## config.mk

```make
export PLATFORM = sky130hd
export DESIGN_NAME = pbs_tx
export DESIGN_NICKNAME = d
export VERILOG_FILES = /design/src/rtl/pbs_pkg.sv /design/src/rtl/pbs_frame_ctl.sv /design/src/rtl/pbs_beat_shifter.sv /design/src/rtl/pbs_lane.sv /design/src/rtl/pbs_tx.sv
export SDC_FILE = /design/constraint.sdc
export NUM_CORES = 1
export LEC_CHECK = 0
export ABC_CLOCK_PERIOD_IN_PS = 2300
export BUFFER_PORTS_ARGS = -buffer_cell sky130_fd_sc_hd__buf_2
export CORE_ASPECT_RATIO = 0.8
export CORE_MARGIN = 3
export CORE_UTILIZATION = 57
export CTS_CLUSTER_DIAMETER = 80
export CTS_CLUSTER_SIZE = 8
export DETAILED_ROUTE_END_ITERATION = 6
export PLACE_DENSITY = 0.87
export SYNTH_ARGS = -nofsm -noshare
export SYNTH_HDL_FRONTEND = slang
export SYNTH_SLANG_ARGS = --single-unit
```

## constraint.sdc

```tcl
create_clock -name clk -period 2.3 [get_ports clk]
set_input_delay 0.46 -clock clk [delete_from_list [all_inputs] [get_ports clk]]
set_output_delay 0.46 -clock clk [all_outputs]
set_load 0.1 [all_outputs]
```

## src/rtl/pbs_pkg.sv

```systemverilog
`timescale 1ns/1ps
package pbs_pkg;

    // Fixed packet geometry shared by every lane.
    localparam int CYC_PER_PKT   = 4;
    localparam int BEATS_PER_CYC = 2;
    localparam int BEATS_PER_PKT = CYC_PER_PKT * BEATS_PER_CYC;
    localparam int CYC_CNT_W     = $clog2(CYC_PER_PKT);

    // Data lane width with or without the check-bit extension.
    localparam int DATA_W_PLAIN = 16;
    localparam int DATA_W_CHECK = 18;

    typedef enum logic [0:0] {
        PH_IDLE = 1'b0,
        PH_SEND = 1'b1
    } lane_phase_e;

    typedef struct packed {
        lane_phase_e          phase;
        logic [CYC_CNT_W-1:0] cyc;
    } lane_state_t;

    function automatic int data_lane_width(input bit with_check);
        return with_check ? DATA_W_CHECK : DATA_W_PLAIN;
    endfunction

    function automatic int packet_bits(input int lane_w);
        return BEATS_PER_PKT * lane_w;
    endfunction

endpackage

```

## src/rtl/pbs_frame_ctl.sv

```systemverilog
`timescale 1ns/1ps
// Per-lane packet sequencer: tracks the four packet cycles and decides
// when the lane may take the next request.
module pbs_frame_ctl
    import pbs_pkg::*;
(
    input  logic clk,
    input  logic rst,
    input  logic start,
    output logic ready,
    output logic frame,
    output logic advance
);

    localparam logic [CYC_CNT_W-1:0] LAST_CYC = CYC_CNT_W'(CYC_PER_PKT - 1);

    lane_state_t st_q;
    lane_state_t st_d;

    always_comb begin
        st_d = st_q;
        if (start) begin
            st_d.phase = PH_SEND;
            st_d.cyc   = '0;
        end else if (st_q.phase == PH_SEND) begin
            if (st_q.cyc == LAST_CYC) begin
                st_d.phase = PH_IDLE;
                st_d.cyc   = '0;
            end else begin
                st_d.cyc = st_q.cyc + 1'b1;
            end
        end
    end

    always_ff @(posedge clk) begin
        if (rst) begin
            st_q <= '{phase: PH_IDLE, cyc: '0};
        end else begin
            st_q <= st_d;
        end
    end

    assign frame   = (st_q.phase == PH_SEND);
    assign advance = frame;
    assign ready   = (st_q.phase == PH_IDLE) || (st_q.cyc == LAST_CYC);

endmodule

```

## src/rtl/pbs_beat_shifter.sv

```systemverilog
`timescale 1ns/1ps
// Holds one packet as eight slices and presents two of them per cycle,
// lowest slice first; unused high slices are zero filled.
module pbs_beat_shifter
    import pbs_pkg::*;
#(
    parameter int LANE_W = 3,
    parameter int PAY_W  = 12
) (
    input  logic              clk,
    input  logic              rst,
    input  logic              load,
    input  logic [PAY_W-1:0]  payload,
    input  logic              advance,
    output logic [LANE_W-1:0] beat_r,
    output logic [LANE_W-1:0] beat_f
);

    localparam int FULL_W  = packet_bits(LANE_W);
    localparam int STEP_W  = BEATS_PER_CYC * LANE_W;

    logic [FULL_W-1:0] padded;
    logic [FULL_W-1:0] slots_q;

    generate
        if (PAY_W < FULL_W) begin : g_pad
            assign padded = {{(FULL_W - PAY_W){1'b0}}, payload};
        end else begin : g_full
            assign padded = payload[FULL_W-1:0];
        end
    endgenerate

    always_ff @(posedge clk) begin
        if (rst) begin
            slots_q <= '0;
        end else if (load) begin
            slots_q <= padded;
        end else if (advance) begin
            slots_q <= slots_q >> STEP_W;
        end
    end

    assign beat_r = slots_q[0      +: LANE_W];
    assign beat_f = slots_q[LANE_W +: LANE_W];

endmodule

```

## src/rtl/pbs_lane.sv

```systemverilog
`timescale 1ns/1ps
// One serializing lane: handshake, sequencer and slice store.
module pbs_lane
    import pbs_pkg::*;
#(
    parameter int LANE_W = 3,
    parameter int PAY_W  = 12
) (
    input  logic              clk,
    input  logic              rst,
    input  logic              in_valid,
    input  logic [PAY_W-1:0]  in_payload,
    output logic              in_ready,
    output logic              out_frame,
    output logic [LANE_W-1:0] out_beat_r,
    output logic [LANE_W-1:0] out_beat_f
);

    logic start;
    logic advance;

    assign start = in_valid && in_ready;

    pbs_frame_ctl u_ctl (
        .clk     (clk),
        .rst     (rst),
        .start   (start),
        .ready   (in_ready),
        .frame   (out_frame),
        .advance (advance)
    );

    pbs_beat_shifter #(
        .LANE_W (LANE_W),
        .PAY_W  (PAY_W)
    ) u_shift (
        .clk     (clk),
        .rst     (rst),
        .load    (start),
        .payload (in_payload),
        .advance (advance),
        .beat_r  (out_beat_r),
        .beat_f  (out_beat_f)
    );

endmodule

```

## src/rtl/pbs_tx.sv

```systemverilog
`timescale 1ns/1ps
// Three independent packet lanes: row address, column address, data.
module pbs_tx
    import pbs_pkg::*;
#(
    parameter int ROW_LANE_W = 3,
    parameter int ROW_PAY_W  = 12,
    parameter int COL_LANE_W = 5,
    parameter int COL_PAY_W  = 20,
    parameter bit DATA_CHECK = 1'b0,
    localparam int DATA_LANE_W = data_lane_width(DATA_CHECK),
    localparam int DATA_PAY_W  = packet_bits(DATA_LANE_W)
) (
    input  logic                   clk,
    input  logic                   rst,
    input  logic                   row_valid,
    input  logic [ROW_PAY_W-1:0]   row_addr,
    output logic                   row_ready,
    output logic                   row_frame,
    output logic [ROW_LANE_W-1:0]  row_beat_r,
    output logic [ROW_LANE_W-1:0]  row_beat_f,
    input  logic                   col_valid,
    input  logic [COL_PAY_W-1:0]   col_addr,
    output logic                   col_ready,
    output logic                   col_frame,
    output logic [COL_LANE_W-1:0]  col_beat_r,
    output logic [COL_LANE_W-1:0]  col_beat_f,
    input  logic                   data_valid,
    input  logic [DATA_PAY_W-1:0]  data_block,
    output logic                   data_ready,
    output logic                   data_frame,
    output logic [DATA_LANE_W-1:0] data_beat_r,
    output logic [DATA_LANE_W-1:0] data_beat_f
);

    pbs_lane #(.LANE_W(ROW_LANE_W), .PAY_W(ROW_PAY_W)) u_row (
        .clk        (clk),
        .rst        (rst),
        .in_valid   (row_valid),
        .in_payload (row_addr),
        .in_ready   (row_ready),
        .out_frame  (row_frame),
        .out_beat_r (row_beat_r),
        .out_beat_f (row_beat_f)
    );

    pbs_lane #(.LANE_W(COL_LANE_W), .PAY_W(COL_PAY_W)) u_col (
        .clk        (clk),
        .rst        (rst),
        .in_valid   (col_valid),
        .in_payload (col_addr),
        .in_ready   (col_ready),
        .out_frame  (col_frame),
        .out_beat_r (col_beat_r),
        .out_beat_f (col_beat_f)
    );

    pbs_lane #(.LANE_W(DATA_LANE_W), .PAY_W(DATA_PAY_W)) u_data (
        .clk        (clk),
        .rst        (rst),
        .in_valid   (data_valid),
        .in_payload (data_block),
        .in_ready   (data_ready),
        .out_frame  (data_frame),
        .out_beat_r (data_beat_r),
        .out_beat_f (data_beat_f)
    );

endmodule

```

# After elaboration in Yosys (flattened, before gate mapping)
# Index checks and enable logic that the tools add are counted.
[word_totals] regBits=169 elab_cells=48
[classes] add_sub_neg=3 n_eq_ne=3 muxes=18 bitwise=3 reduce_logical=12
[op_table] operator="128-bit two-way mux" n=2
[op_table] operator="20-bit two-way mux" n=2
[op_table] operator="12-bit two-way mux" n=2
[op_table] operator="3-bit two-way mux" n=6
[op_table] operator="2-bit by 1-bit adder with 2-bit output (second input constant)" n=3
[op_table] operator="2-bit == test (second input constant)" n=3
[op_table] operator="2-bit two-way mux" n=3
[op_table] operator="2-bit nonzero test" n=3
[op_table] operator="2-bit OR reduction" n=3
[op_table] operator="1-bit logical AND" n=3
[op_table] operator="1-bit logical OR" n=3
[op_table] operator="1-bit two-way mux" n=3
[op_table] operator="1-bit inverter" n=3

# Depth between registers and ports, before layout
# Gate-level depths: netlist of run 1.
[logic_depth] ltp_word=4 ltp_mapped=8 ltp_nobuf=5

# Hierarchy
# Synthesis of run 1 repeated with hierarchy kept, for this count alone.
[unflattened] cells_unflattened=799 hier_area_um2=7913.8
[modules_own_cells] mod="pbs_beat_shifter at u_data.u_shift" n_inst=1 cells_each=601 area_per_inst_um2=5977.0
[modules_own_cells] mod="pbs_beat_shifter at u_col.u_shift" n_inst=1 cells_each=98 area_per_inst_um2=933.4
[modules_own_cells] mod="pbs_beat_shifter at u_row.u_shift" n_inst=1 cells_each=58 area_per_inst_um2=568.0
[modules_own_cells] mod="pbs_frame_ctl" n_inst=3 cells_each=13 area_per_inst_um2=138.9
[modules_own_cells] mod="pbs_lane" n_inst=3 cells_each=1 area_per_inst_um2=6.3

# Worst setup path after synthesis of run 1
# Ideal clock, no wire load.
[synth_path] kind="register to output" from="reg u_col.u_ctl.st_q (netlist bit u_col.u_ctl.advance)" to="out col_ready" arrival_ns=2.089 required_ns=1.840 slack_ns=-0.249 path_stages_with_launch=4 n_path_buf=1 cell_sequence="dfxtp_1 > nor2b_1 > inv_1 > clkbuf_1"
[synth_via] elab_chain_len=2
[synth_rtl] item="start, declared" line_no="pbs_frame_ctl.sv:17" source="lane_state_t st_q;"
[synth_rtl] item="start signal, assigned" line_no="pbs_frame_ctl.sv:37" source="st_q <= '{phase: PH_IDLE, cyc: '0};"
[synth_rtl] item="start signal, assigned" line_no="pbs_frame_ctl.sv:39" source="st_q <= st_d;"
[synth_rtl] item="1-bit inverter" line_no="pbs_frame_ctl.sv:45" source="assign ready = (st_q.phase == PH_IDLE) || (st_q.cyc == LAST_CYC);"
[synth_rtl] item="1-bit logical OR" line_no="pbs_frame_ctl.sv:45"
[synth_rtl] item="end, declared" line_no="pbs_tx.sv:24" source="output logic col_ready,"
# Every way passes these cells.

# Worst setup path after layout of run 1
[layout_path] from="reg u_row.u_ctl.st_q[0] in the netlist's numbering" to="out row_ready"
[layout_via] elab_chain_len=2
[layout_rtl] item="start, declared" line_no="pbs_frame_ctl.sv:17"
[layout_rtl] item="start signal, assigned" line_no="pbs_frame_ctl.sv:37"
[layout_rtl] item="start signal, assigned" line_no="pbs_frame_ctl.sv:39"
[layout_rtl] item="2-bit == test" line_no="pbs_frame_ctl.sv:45"
[layout_rtl] item="1-bit logical OR" line_no="pbs_frame_ctl.sv:45"
[layout_rtl] item="end, declared" line_no="pbs_tx.sv:18" source="output logic row_ready,"
# Every way passes these cells.

==> out/results.ini, run 1 <==
[run_status]
outcome=finished clean

[critical_path]
critPathRequiredTime_ns=1.84
r2r-start=u_col.u_ctl.advance$_SDFF_PP0_
start_kind=flop
endpoint_kind=output port
crit_path_start=u_row.u_ctl.st_q[0]$_SDFFE_PP0P_
cp_max_fo=14
worst-setup-path-type=flop to output port
arrival_ns=1.61

[power_and_ir_drop]
power_density_mw_per_mm2=840.7
leakagePower_nw=3.693
peakVddDrop_v=0.0005037

[cts]
cts_buffer_depth=2
cts.clk_slew.worst_paths_ns=0.07
clock_sinks=169
clkLatencyLatePin_ns=0.42
cts-resized-gates=0
cts_buffers=17
post_cts_buffers=0
cts_tree=done
root_buffer=clkbuf_16
htreeDepth=4
cts_hold_repair.buffers=0

[finish]
fillers=1097
syn_to_final_growth_pct=15.81
instances_no_fill=1204
ff_latch_area_sq_mm=0.003386
drive_gt1_share_pct=29.64
fin_nets=1174
multiInputGateArea_sq_mm=0.003747

[job]
drv_cap=0

[place]
dpl.cell_count=1167
hpwl_microns=13160
globalplace.congestion=0.8495
port_buffers=218

[sta]
relSlewSlack_pct=13.26
drv_slew=0
finalSetupTns_ns=0
rsz0062_at_grt=false
fin_skew_ns=0.008471
fin_crit_ns=2.075
period_share_pct=90.21
setup_violations=0
fmax_mhz=481.9
finalHoldViolCount=0
tightest_slew_ns=1.296

[die]
die_h_microns=112.3
ioPinCount=219
initial_core_util_pct=58.85
num_rows=38
die_area_sq_mm=0.01561
core-area_sq_mm=0.01369
die-width_microns=138.9

[drt]
antenna_left=0
drc_errors=0
first_pass_iters=5
wirelength_microns=20340
drtIter0Drc=488
vias=7165
vias_per_cell=5.951
post_drt_wl_per_cell_microns=16.89

[logic_synthesis]
ys_ff_latch=169
synth_cell_types=21
syn-cell-area_sq_mm=0.008058
yosysSeqAreaShare_pct=41.99
synthesis.nets=1071
yosys_warnings=0
avgSynthCellArea_sq_um=8.923
synth_cells=903

[global_route]
grt_pass1_vias=6640
grtUsageTotal_pct=24.61
grt_overflow=0
grt_max_degree=142
antenna_found_initial=9
grt_pass1_wl_microns=32260

[min_path]
hp-start=data_block[121]
hold_class=input port to flop

stage by stage:
step	util (%)	setup slack, ns	power, mW	instance area, sq um	hold WS (ns)
final	68.15	0.2251	7.845	9331	0.2976
after global placement	63.82	0.3060	5.053	8738	0.4667
after detailed placement	63.82	0.2563	5.086	8738	0.4727
after global routing	68.15	0.1068	8.154	9331	0.2952
after floorplan	-	0.1667	4.804	8061	0.4551
after CTS	68.06	0.2126	7.876	9319	0.2866
cell type report:
cell class,instances,area share (%)
Antenna cell,5,0.1341
Clock buffer,21,4.934
Clock inverter,11,1.287
Inverter,3,0.1475
Multi-Input combinational cell,574,40.16
Sequential cell,169,36.28
Tap cell,180,2.414
Timing Repair Buffer,241,14.64
worst max-delay path, cell delays in order, from the launching register on:
cell     delay [ns]
dfxtp_1        0.35
ha_1           0.15
nor2b_1        0.05
inv_2          0.17
buf_2          0.47
synthesized netlist by cell type:
library cell / n / area (sq um)
inv_4: 1 / 6.260
dfxtp_1: 169 / 3383
nor4_2: 11 / 137.6
a32oi_1: 48 / 420.4
a211oi_1: 104 / 780.8
mux2i_1: 6 / 60.06
buf_2: 42 / 210.2
clkbuf_1: 48 / 180.2
buf_4: 57 / 427.9
nor2b_4: 1 / 13.76
or2_2: 3 / 18.77
buf_6: 9 / 101.4
inv_2: 1 / 3.750
a211oi_2: 11 / 137.6
inv_1: 1 / 3.750
nor4_1: 101 / 631.9
ha_1: 3 / 37.54
buf_1: 1 / 3.750
nor3b_1: 112 / 840.8
nor2_1: 172 / 645.6
nor2b_1: 2 / 12.51
cells in the final DEF (no fill, tap or decap), drive strengths merged:
cell and count:
a211oi 115, a32oi 48, buf 241, bufinv 2, clkbuf 21, clkinv 5
clkinvlp 3, dfxtp 169, diode 5, ha 3, inv 4, mux2i 6
nor2 172, nor2b 3, nor3b 112, nor4 112, or2 3
metal layers:
metal  vias up  share of wire (%)  track usage (%)
met5         -               0.26                0
met4         8                2.4            8.605
met3        32                7.4            6.857
met2       242                 47            39.02
met1      3344                 42            32.58
li1       3539                  -                -
cell families after synthesis:
kind of cell	synth area share, %
adders and majority gates	0.4659
and+or+nand+nor	28.56
buffers and inverters	11.63
AOI/OAI and AO/OA	16.61
DFF	41.99
muxes	0.7454
report_power, final:
group	leakage (nW)	internal, mW	total (mW)	switching, mW
sequential	1.40	3.15	3.29	0.133
clock	0.279	1.65	2.81	1.16
combinational	2.02	0.521	1.74	1.22
total	3.69	5.33	7.84	2.52
state kept, by name, indices dropped and copies added (netlist names):
register                cells
u_row.u_ctl.advance         1
u_data.u_shift.slots_q    128
u_data.u_ctl.advance        1
u_col.u_ctl.st_q            2
u_col.u_ctl.advance         1
u_row.u_shift.slots_q      12
u_row.u_ctl.st_q            2
u_col.u_shift.slots_q      20
u_data.u_ctl.st_q           2
worst paths after layout:
path                                         endpoint  slack (ns)  cells after the start
max                                         row_ready        0.23                      4
min          u_data.u_shift.slots_q[121]$_SDFFE_PP0P_        0.30                      3
max reg2reg     u_col.u_shift.slots_q[3]$_SDFFE_PP0P_        0.43                      3
min reg2reg     u_row.u_shift.slots_q[5]$_SDFFE_PP0P_        0.49                      2
No activity file was read; power rests on OpenSTA's default activity.
==> run 2, diff against run 1 <==
--- a/config.mk
+++ b/config.mk
@@ -16,4 +16,5 @@
 export PLACE_DENSITY = 0.87
 export SYNTH_ARGS = -nofsm -noshare
 export SYNTH_HDL_FRONTEND = slang
+export SYNTH_HIERARCHICAL = 1
 export SYNTH_SLANG_ARGS = --single-unit
==> constraint.sdc (replaced) <==
create_clock -name clk -period 2.3 [get_ports clk]
set_input_delay 0.46 -clock clk [delete_from_list [all_inputs] [get_ports clk]]
set_output_delay 0.46 -clock clk [all_outputs]
set_load 0.01 [all_outputs]
==> run 2 against run 1 <==
Combinational power shrank 37%; sequential power is essentially flat; worst setup slack gained 0.012 ns; clock power shrank 2%; critical endpoint is now data_frame; largest power group unchanged.
==> out/results.ini, run 2 <==
[logic_synthesis]
synthTopCellsByCount=169 x dfxtp_1, 115 x mux2i_1, 112 x nor2b_1
synth_top_cell_by_area=dfxtp_1
avgSynthCellArea_sq_um=9.905  ; +11%
yosys.cell_count.top_type=dfxtp_1
synth.top_cell.area_share_pct=42.75  ; +0.76 points
synth_area_leaders=dfxtp_1 43%, mux2i_1 15%, a211oi_1 11%, nor2b_1 8.9%, or3b_1 5.6%
syn-cell-area_sq_mm=0.007914  ; -1.8%
synth_cell_types=19  ; -9.5%
yosys_warnings=6  ; +6
synth_cells=799  ; -12%
synth_edf_count=0  ; unchanged
yosysSeqAreaShare_pct=42.75  ; +0.76 points
synthFlopType=dfxtp_1
synthesis.nets=967  ; -9.7%
ys_ff_latch=169  ; unchanged
postSynth.asyncResetShare_pct=0  ; unchanged

[drt]
drc_errors=0  ; unchanged
post_drt_wl_per_cell_microns=15.63  ; -7.4%
highest_layer=met4
met2WireLength_microns=8363  ; -13%
wl_met3_microns=1004  ; -34%
first_pass_iters=4  ; -1
vias=6044  ; -16%
vias_per_cell=5.406  ; -9.2%
wirelength_microns=17480  ; -14%
wl_met1_microns=7974  ; -7.7%
antenna_left=0  ; unchanged
drtIter0Drc=292  ; -40%

[sta]
fmax_mhz=484.6  ; +0.56%
fin_skew_ns=0.01820  ; +0.009729 ns
finalSetupTns_ns=0  ; unchanged
setup_violations=0  ; unchanged
tightest_slew_ns=0.8553  ; -0.4410 ns
drv_slew=0  ; unchanged
finalHoldViolCount=0  ; unchanged
relSlewSlack_pct=42.98  ; +30 points
fin_crit_ns=2.063  ; -0.01150 ns
rsz0062_at_grt=false
whs_ns=0.2829  ; -0.01470 ns
period_share_pct=89.71  ; -0.50 points

[critical_path]
arrival_ns=1.60  ; about the same
cp_max_fo=132  ; +118
r2r_cells=5  ; +2
r2r-start=u_col/u_ctl/st_q[0]$_SDFFE_PP0P_
start_kind=flop
worst-setup-path-type=flop to output port
regToRegSetupSlack_ns=0.32  ; -0.11 ns
reg2reg_to=u_col/u_shift/slots_q[2]$_SDFFE_PP0P_
critPathRequiredTime_ns=1.84  ; about the same
endpoint_kind=output port

[cts]
cts_buffers=17  ; unchanged
clkLatencyLatePin_ns=0.41  ; about the same
cts.clk_slew.worst_paths_ns=0.07  ; about the same
cts-resized-gates=0  ; unchanged
cts_buffer_depth=2  ; unchanged
htreeDepth=4  ; unchanged
clock_sinks=169  ; unchanged
cts_tree=done
cts_hold_repair.buffers=0  ; unchanged
root_buffer=clkbuf_16
post_cts_buffers=0  ; unchanged

[place]
dpl.cell_count=1085  ; -7.0%
port_buffers=218  ; unchanged
hpwl_microns=11280  ; -14%
globalplace.congestion=0.7866  ; -7.4%

[global_route]
grt_max_degree=133  ; -6.3%
antenna_found_initial=1  ; -8
grt_pass1_vias=5759  ; -13%
grt_pass1_wl_microns=27680  ; -14%
grtUsageTotal_pct=21.73  ; -2.9 points
grt_overflow=0  ; unchanged

[finish]
largest_register_ffs=128  ; unchanged
layout_commonest_cell=buf_2
final_util_pct=69.60  ; +1.5 points
drive_gt1_share_pct=28.45  ; -1.2 points
fin_nets=1097  ; -6.6%
syn_to_final_growth_pct=16.03
largest_register=u_data/u_shift/slots_q
instances_no_fill=1118  ; -7.1%
top_regs=u_data/u_shift/slots_q (128), u_col/u_shift/slots_q (20), u_row/u_shift/slots_q (12)
final_cell_mix=217 x buf_2, 168 x dfxtp_1, 115 x mux2i_1

[job]
drv_cap=0  ; unchanged

[power_and_ir_drop]
power_mw=7.147  ; -8.9%
power_density_mw_per_mm2=778.3  ; -7.4%
leakagePower_nw=3.746  ; +1.4%
peakVddDrop_v=0.0006210  ; +23%

[die]
ioPinCount=219  ; unchanged
die_area_sq_mm=0.01534  ; -1.7%
num_rows=37  ; -2.6%
die_h_microns=111.4  ; -0.85%
initial_core_util_pct=59.98  ; +1.1 points
die-width_microns=137.7  ; -0.86%
core-area_sq_mm=0.01319  ; -3.6%

[min_path]
hp-start=row_addr[10]
hold_depth=3  ; unchanged
hold-path-endpoint=u_row/u_shift/slots_q[10]$_SDFFE_PP0P_
hold_class=input port to flop

[run_status]
outcome=finished clean

run 2: cell count changes in the layout (fill, tap and decap cells not counted), moves of 12 or more:
| cell | previous run | this run |
|---|---|---|
| buf_4 | 17 | 5 |
| or3b_1 | 0 | 51 |
| nor4_1 | 101 | 0 |
| mux2i_1 | 6 | 115 |
| a32oi_1 | 48 | 0 |
| a21oi_1 | 0 | 51 |
| nor2b_1 | 2 | 112 |
| nor2_1 | 171 | 0 |
| nor3b_1 | 112 | 0 |
| nand2_1 | 0 | 48 |
run 2: area by class of cell:
cell class                 instances  area (sq um)
antenna                            1         2.502
fill                            1043          4011
clock buffer                      18         439.2
inverter                           6         23.77
multi-input combinational        507          3732
clock inverter                    14         135.1
sequential                       169          3387
timing repair buffer             228          1244
tap                              175         219.0
run 2: worst max path at each step:
| stage | end | slack, ns | from | depth (start not counted) |
|---|---|---|---|---|
| 5_1_grt | data_frame | 0.12 | u_data/u_ctl/advance$_SDFF_PP0_ | 2 |
| 3_3_place_gp | u_col/u_shift/slots_q[0]$_SDFFE_PP0P_ | 0.43 | u_col/u_ctl/st_q[0]$_SDFFE_PP0P_ | 5 |
| 2_1_floorplan | u_data/u_shift/slots_q[105]$_SDFFE_PP0P_ | 0.50 | u_data/u_ctl/st_q[0]$_SDFFE_PP0P_ | 7 |
| 4_1_cts | data_frame | 0.18 | u_data/u_ctl/advance$_SDFF_PP0_ | 2 |
| 3_5_place_dp | u_col/u_shift/slots_q[6]$_SDFFE_PP0P_ | 0.37 | u_col/u_ctl/st_q[0]$_SDFFE_PP0P_ | 5 |
| 6_report | data_frame | 0.24 | u_data/u_ctl/advance$_SDFF_PP0_ | 2 |
run 2: cells by family after synthesis:
family,count (synthesis),share of synthesized area (%)
AO/OA/AOI/OAI,166,14.39
adder cells (fa/ha/maj),3,0.4744
multiplexers,115,14.55
flip-flops,169,42.75
buffers and inverters,123,10.12
AND/OR/NAND/NOR,223,17.72
run 2: metrics by stage:
stage / worst slack [ns] / instance area [sq um]
after global routing: 0.1183 / 9183
final: 0.2366 / 9183
after detailed placement: 0.3659 / 8606
after floorplan: 0.4995 / 7914
after CTS: 0.1785 / 9180
after global placement: 0.4274 / 8606
run 2: power breakdown:
| part | leakage (nW) | internal [mW] | switching, mW |
|---|---|---|---|
| combinational | 2.08 | 0.532 | 0.564 |
| sequential | 1.40 | 3.17 | 0.129 |
| clock | 0.272 | 1.54 | 1.21 |
run 2: per-layer routing:
metal | up-vias | track usage [%]
met3 | 10 | 5.239
met1 | 2824 | 29.25
li1 | 3058 | -
met4 | 0 | 5.003
met2 | 152 | 35.44
met5 | - | 0
run 2: critical path: stages (launching register included):
cell and delay (ns):
dfxtp_4 0.36, buf_12 0.52, buf_2 0.26
